--- config.mk ---
export PLATFORM = sky130hd
export DESIGN_NAME = dock_flag_unit
export DESIGN_NICKNAME = d
export VERILOG_FILES = /design/src/rtl/dfu_pkg.sv /design/src/rtl/dfu_pred_eval.sv /design/src/rtl/dfu_mask_or.sv /design/src/rtl/dfu_state.sv /design/src/rtl/dock_flag_unit.sv
export SDC_FILE = /design/constraint.sdc
export NUM_CORES = 1
export LEC_CHECK = 0
export ABC_AREA = 1
export BUFFER_PORTS_ARGS = -buffer_cell sky130_fd_sc_hd__buf_2
export CAP_MARGIN = 20
export CORE_AREA = 2 2 39 41
export CTS_CLUSTER_SIZE = 20
export DETAILED_ROUTE_END_ITERATION = 10
export DIE_AREA = 0 0 41 43
export PLACE_DENSITY_LB_ADDON = 0.15
export SYNTH_ARGS = -nofsm -noshare
export SYNTH_HDL_FRONTEND = slang
export SYNTH_SLANG_ARGS = --single-unit
--- constraint.sdc ---
create_clock -name clk -period 2.7 [get_ports clk]
set_input_delay 0.135 -clock clk [delete_from_list [all_inputs] [get_ports clk]]
set_output_delay 0.135 -clock clk [all_outputs]
set_load 0.03 [all_outputs]
--- src/rtl/dfu_pkg.sv ---
// Package: shared widths, predicate codes and the flag bundle for the
// dock flag unit. Assumes the mask layout below is what the instruction
// decoder feeds in; the bit positions are part of the instruction format.
package dfu_pkg;

    localparam int MASK_W = 8;
    localparam int PRED_W = 2;

    // Mask bit positions (decoded by the instruction format).
    localparam int SEL_A_POS  = 7;
    localparam int SEL_NA_POS = 6;
    localparam int SEL_B_POS  = 5;
    localparam int SEL_NB_POS = 4;
    localparam int SEL_S_POS  = 3;
    localparam int SEL_NS_POS = 2;
    localparam int SEL_L_POS  = 1;
    localparam int SEL_NL_POS = 0;

    typedef enum logic [PRED_W-1:0] {
        PRED_IF_A   = 2'b00,
        PRED_IF_L   = 2'b01,
        PRED_IF_B   = 2'b10,
        PRED_ALWAYS = 2'b11
    } pred_e;

    typedef struct packed {
        logic a;
        logic b;
        logic s;
        logic l;
    } flags_t;

endpackage

--- src/rtl/dfu_pred_eval.sv ---
// Module: dfu_pred_eval
// Evaluates one 2-bit predicate code against a flag bundle.
// Assumes: purely combinational; the code uses the pred_e encoding.
module dfu_pred_eval
    import dfu_pkg::*;
(
    input  logic [PRED_W-1:0] code,
    input  flags_t            fl,
    output logic              holds
);

    // Select the flag that the predicate code names.
    always_comb begin
        unique case (pred_e'(code))
            PRED_IF_A:   holds = fl.a;
            PRED_IF_B:   holds = fl.b;
            PRED_IF_L:   holds = fl.l;
            PRED_ALWAYS: holds = 1'b1;
            default:     holds = 1'b0;
        endcase
    end

endmodule

--- src/rtl/dfu_mask_or.sv ---
// Module: dfu_mask_or
// Forms one next-flag value as the OR of the mask-selected true and
// inverted flag values. Assumes: combinational, mask layout from dfu_pkg.
module dfu_mask_or
    import dfu_pkg::*;
(
    input  logic [MASK_W-1:0] sel,
    input  flags_t            fl,
    output logic              val
);

    logic [MASK_W-1:0] src;

    // Place every candidate source at its mask bit position.
    always_comb begin
        src             = '0;
        src[SEL_A_POS]  = fl.a;
        src[SEL_NA_POS] = ~fl.a;
        src[SEL_B_POS]  = fl.b;
        src[SEL_NB_POS] = ~fl.b;
        src[SEL_S_POS]  = fl.s;
        src[SEL_NS_POS] = ~fl.s;
        src[SEL_L_POS]  = fl.l;
        src[SEL_NL_POS] = ~fl.l;
    end

    // OR together the selected sources; an empty mask gives zero.
    always_comb val = |(sel & src);

endmodule

--- src/rtl/dfu_state.sv ---
// Module: dfu_state
// Holds the stored flags A, B and S. Assumes synchronous active-low
// reset with priority; A and B are written together by one enable.
module dfu_state (
    input  logic clk,
    input  logic rst_n,
    input  logic wr_ab,
    input  logic a_in,
    input  logic b_in,
    input  logic ld_s,
    input  logic s_in,
    output logic a_q,
    output logic b_q,
    output logic s_q
);

    // Programmer flags: both replaced on the same edge.
    always_ff @(posedge clk) begin
        if (!rst_n) begin
            a_q <= 1'b0;
            b_q <= 1'b0;
        end else if (wr_ab) begin
            a_q <= a_in;
            b_q <= b_in;
        end
    end

    // Summary flag: captured with the data latch top bit.
    always_ff @(posedge clk) begin
        if (!rst_n)    s_q <= 1'b0;
        else if (ld_s) s_q <= s_in;
    end

endmodule

--- src/rtl/dock_flag_unit.sv ---
// Module: dock_flag_unit (top)
// Condition flags of one dock and predicate evaluation. Assumes the
// outer counter is held outside and presented on oc_value, and that
// opcode decode upstream raises upd_valid only for flag-update words.
module dock_flag_unit
    import dfu_pkg::*;
#(
    parameter int OC_W = 16
) (
    input  logic              clk,
    input  logic              rst_n,
    input  logic [OC_W-1:0]   oc_value,
    input  logic              dlatch_wr,
    input  logic              dlatch_top,
    input  logic              upd_valid,
    input  logic [PRED_W-1:0] upd_pred,
    input  logic [MASK_W-1:0] upd_mask_a,
    input  logic [MASK_W-1:0] upd_mask_b,
    input  logic [PRED_W-1:0] query_code,
    output logic              query_true,
    output logic              flag_a,
    output logic              flag_b,
    output logic              flag_s,
    output logic              flag_l
);

    localparam int NTGT = 2;               // written flags: A and B
    localparam logic [OC_W-1:0] OC_LAST = OC_W'(1);

    flags_t            cur;
    logic              upd_holds;
    logic [NTGT-1:0]   nxt;
    logic [MASK_W-1:0] masks [NTGT];
    logic              a_q, b_q, s_q;

    // Last-pass flag straight from the counter value.
    always_comb flag_l = (oc_value == OC_LAST);

    // Bundle the current flags for the evaluators.
    always_comb begin
        cur.a = a_q;
        cur.b = b_q;
        cur.s = s_q;
        cur.l = flag_l;
    end

    // Route masks to their target slot: 0 = A, 1 = B.
    always_comb begin
        masks[0] = upd_mask_a;
        masks[1] = upd_mask_b;
    end

    // One OR-select per writable flag, all from the pre-update bundle.
    for (genvar g = 0; g < NTGT; g++) begin : g_tgt
        dfu_mask_or u_or (
            .sel (masks[g]),
            .fl  (cur),
            .val (nxt[g])
        );
    end

    dfu_pred_eval u_upd_pred (
        .code  (upd_pred),
        .fl    (cur),
        .holds (upd_holds)
    );

    dfu_pred_eval u_qry_pred (
        .code  (query_code),
        .fl    (cur),
        .holds (query_true)
    );

    dfu_state u_state (
        .clk   (clk),
        .rst_n (rst_n),
        .wr_ab (upd_valid & upd_holds),
        .a_in  (nxt[0]),
        .b_in  (nxt[1]),
        .ld_s  (dlatch_wr),
        .s_in  (dlatch_top),
        .a_q   (a_q),
        .b_q   (b_q),
        .s_q   (s_q)
    );

    // Drive the flag outputs from the stored state.
    always_comb begin
        flag_a = a_q;
        flag_b = b_q;
        flag_s = s_q;
    end

endmodule

# Word-level counts from Yosys, hierarchy flattened
# Index checks and enable logic that the tools add are counted.
totals:
  register_bits: 3
  input_bits: 41
  out_inout_bits: 5
  elab_cells: 23
op_classes:
  eq_ne: 7
  mux: 2
  bitwise_logic: 7
  reduce_logical: 4
op_table:
  columns: ["op", "n"]
  rows:
  - ["$and A8 B8 Y8", 2]
  - ["$eq A16 B1 Y1 const B", 1]
  - ["$reduce_or A8 Y1", 2]
  - ["$eq A2 B2 Y1 const B", 4]
  - ["$pmux W1 S4", 2]
  - ["$eq A2 B1 Y1 const B", 2]
  - ["$logic_not A2 Y1", 2]
  - ["$not A1 Y1", 4]
  - ["$and A1 B1 Y1", 1]

# Depth between registers and ports, before layout
logic_depth:
  ltp_word: 4
  ltp_mapped: 10
  mapped_depth_nobuf: 10

# Hierarchy
# Synthesis repeated with hierarchy kept, for this count alone.
unflattened:
  cells_unflattened: 106
  hier_area_um2: 449.2
by_module_without_submodules:
  columns: ["module", "n_inst", "cells_per_inst", "area_each_um2", "seq_area_each_um2"]
  rows:
  - ["dfu_mask_or", 2, 19, 71.3, 0.0]
  - ["dock_flag_unit", 1, 32, 120.1, 0.0]
  - ["dfu_state", 1, 18, 116.4, 60.1]
  - ["dfu_pred_eval", 2, 9, 35.0, 0.0]

# Worst setup path before layout
# No wires, ideal clock.
synth_path:
  path_type: "register to output"
  startpoint: "register u_state.b_q"
  endpoint: "output port query_true"
  arrival_time_ns: 1.208
  required_ns: 2.565
  setup_slack_ns: 1.357
  stages_incl_launch_ff: 3
  n_path_buf: 0
  path_cell_list: "dfxtp_1 a21oi_1 a32oi_1"
synth_via:
  elab_chain_len: 1
synth_rtl:
  columns: ["item", "line_no", "rtl"]
  rows:
  - ["start, declared", "dfu_state.sv:13", "output logic b_q,"]
  - ["start signal, assigned", "dfu_state.sv:24", "b_q <= b_in;"]
  - ["$pmux W1 S4", "dfu_pred_eval.sv:14", "unique case (pred_e'(code))"]
  - ["end, declared", "dock_flag_unit.sv:20", "output logic query_true,"]
# No other way between the ends.

# Worst setup path in the final report
# Ends and elaborated chain as after synthesis.

==> results by group <==
Run status
  • Outcome: finished, final reports clean

Routing
  • Drt wl/cell: 7.85 um
  • Vias per inst: 4.13
  • Drt initial violations: 4
  • Drc violations: 0
  • Met1 wire length: 447 um
  • Antenna Nets Post-Route: 0
  • Met3 wire len: 52 um
  • Met2 routed WL: 560 um
  • DR top layer: met3
  • DRT Wirelength: 1060 um
  • Via count: 558
  • Pre-antenna DRT Iters: 2

Worst setup path
  • CP required: 2570 ps
  • Setup crit end kind: output pin
  • CP Cell Sequence: a21oi_1, a32oi_1, buf_2
  • Worst r2r src: u_state.s_q
  • R2r setup slk: 1640 ps
  • CP top delay family: flip-flops
  • CP Buf/Inv Count: 1
  • Element type at the critical path start: register
  • Critical Path AT: 1140 ps
  • Critical path class: register to output pin
  • Worst-case reg-to-reg path depth: 7
  • Slowest stage delay, CP: 430 ps
  • RR Endpoint: u_state.b_q
  • CP max-delay cell: dfxtp_1
  • Max FO, Critical Path: 6

Synthesis
  • Syn_area_per_cell: 4.93 um2
  • #FFs+latches synth: 3
  • Syn Nets: 111
  • Mapped cell area: 345 um2
  • Seq/Total Area, Yosys: 17.4%
  • Synth warnings: 0
  • Synthesized instance count: 70
  • Netlist cell types: 13

Floorplan
  • I/O Pins: 46
  • Die W: 41 um
  • DIE HEIGHT: 43 um
  • Core area: 1380 um2
  • Die area: 1760 um2
  • Placement Rows: 14
  • Initial Util: 25.0%

Global routing
  • Initial antenna violation count: 0
  • GRT Total Usage: 14.2%
  • Grt total ovfl: 0
  • First-pass GRT wire length: 1760 um
  • Pin count of the biggest net entering global routing: 7
  • Number of global-route vias before repair: 487

Worst hold path
  • Worst Hold Endpoint: u_state.s_q
  • Hold path depth: 2
  • Worst hold path class: input port to register
  • Hold path startpoint: dlatch_wr

STA
  • Setup violators final: 0
  • Max transition margin: 84.7%
  • TNS Setup: 0 ps
  • Hold Violations, Final: 0
  • Fmax: 781 MHz
  • Min cycle time layout: 1280 ps
  • Final period util: 47.4%
  • Min Hold Slack: 95.1 ps
  • Clk_skew: 4.85 ps
  • RSZ-0062 raised after global routing: false
  • Max Slew Vio Count: 0
  • Worst-Margin Slew: 229 ps
  • Worst Setup Slack, final: 1420 ps

Clock network
  • Skew-Pair Late Insertion Delay: 230 ps
  • Clock sinks: 3
  • Reg clk slew, reported paths: 30 ps
  • Root Driver: clkbuf_4
  • PostCTS Resize Cnt: 0
  • Total CTS buffers: 3
  • CTS tree: yes
  • Cts-stage hold buffer count: 0
  • CTS Buffer Depth: 2
  • H-Tree Depth: 1
  • Post-CTS Setup Repair Bufs: 0

Final layout
  • Area growth syn-to-layout: 78.6%
  • Layout cells sized above 1: 44.5%
  • Finished Layout Cells: 135
  • Layout Nets: 161
  • # diodes: 0
  • # fillers: 165

Placement
  • GPL Wtd Cong: 0.687
  • Final HPWL DP: 943 um
  • Cell count after placement: 131
  • Worst-case setup slack after placement: 1450 ps
  • Number of port buffers: 45

Power and ir drop
  • Cell Pwr Density: 332 nW/um2
  • Peak VDD IR: 0.326 mV
  • Leakage: 0.000376 uW
  • Total power: 205 uW

Job
  • Max Cap Violations: 0
## per-layer routing
metal  vias up  global-route usage, %
met5         -                      0
met4         0                   2.00
met3         0                   6.28
met2        15                   24.4
met1       227                   15.7
li1        316                      -
## cell usage in the layout (no fill, tap or decap)
master and n:
buf_2 45, nand2_1 26, nor2_1 16, nand3_1 7, inv_1 6, o21ai_1 3, clkbuf_4 3, dfxtp_1 3
a21oi_1 2, inv_2 2, nor2_2 1, nor2_4 1, a32oi_1 1, nand2_2 1, o21ai_0 1, clkbuf_1 1
## power by group
part | total, uW | switching (uW) | internal, uW
Combinational | 73.2 | 37.1 | 36.1
Sequential | 53.4 | 5.24 | 48.2
Clock | 78.1 | 22.8 | 55.3
Total | 205 | 65.2 | 140
## area by class of cell
cell class	count	area, um2	share of cell area [%]
repair buffers	45	225	36.5
flip-flops and latches	3	60.1	9.74
clock buffers	4	26.3	4.26
inverters	8	30.0	4.87
well taps	16	20.0	3.25
multi-input cells	59	255	41.4
## logic make-up (layout without fill, tap and decap cells)
family / count (synthesis) / after routing / synth area share (%)
buffers and inverters: 8 / 57 / 8.70
flip-flops: 3 / 3 / 17.4
AND/OR/NAND/NOR: 52 / 52 / 62.7
AO/OA/AOI/OAI: 7 / 7 / 11.2
## state kept, by name, summed over array words and instances (netlist names)
| register | flops |
|---|---|
| u_state.a_q | 1 |
| u_state.b_q | 1 |
| u_state.s_q | 1 |
## synthesized netlist by cell type
cell type  count  share of area [%]
nand2_1       26                 28
nor2_1        16                 17
nand3_1        7                 10
inv_1          6                6.5
dfxtp_1        3                 17
o21ai_1        3                4.3
a21oi_1        2                2.9
inv_2          2                2.2
a32oi_1        1                2.5
nand2_2        1                1.8
nor2_2         1                1.8
nor2_4         1                3.3
o21ai_0        1                1.4
## how the worst max path moves through the flow
stage	from	endpoint	slack, ps	depth (start not counted)
CTS	u_state.b_q	query_true	1410	3
global placement	oc_value[15]	query_true	1500	7
global route	u_state.b_q	query_true	1320	3
floorplan	u_state.b_q	query_true	1360	2
detailed placement	oc_value[5]	query_true	1450	7
finish	u_state.b_q	query_true	1420	3
## through the flow
| step | cell area [um2] | util (%) |
|---|---|---|
| 6_report | 617 | 44.6 |
| 5_1_grt | 617 | 44.6 |
| 4_1_cts | 617 | 44.6 |
| 3_5_place_dp | 591 | 42.7 |
| 3_3_place_gp | 591 | 42.7 |
| 2_1_floorplan | 345 | - |
Note: power is estimated with default switching activity, not from simulation.
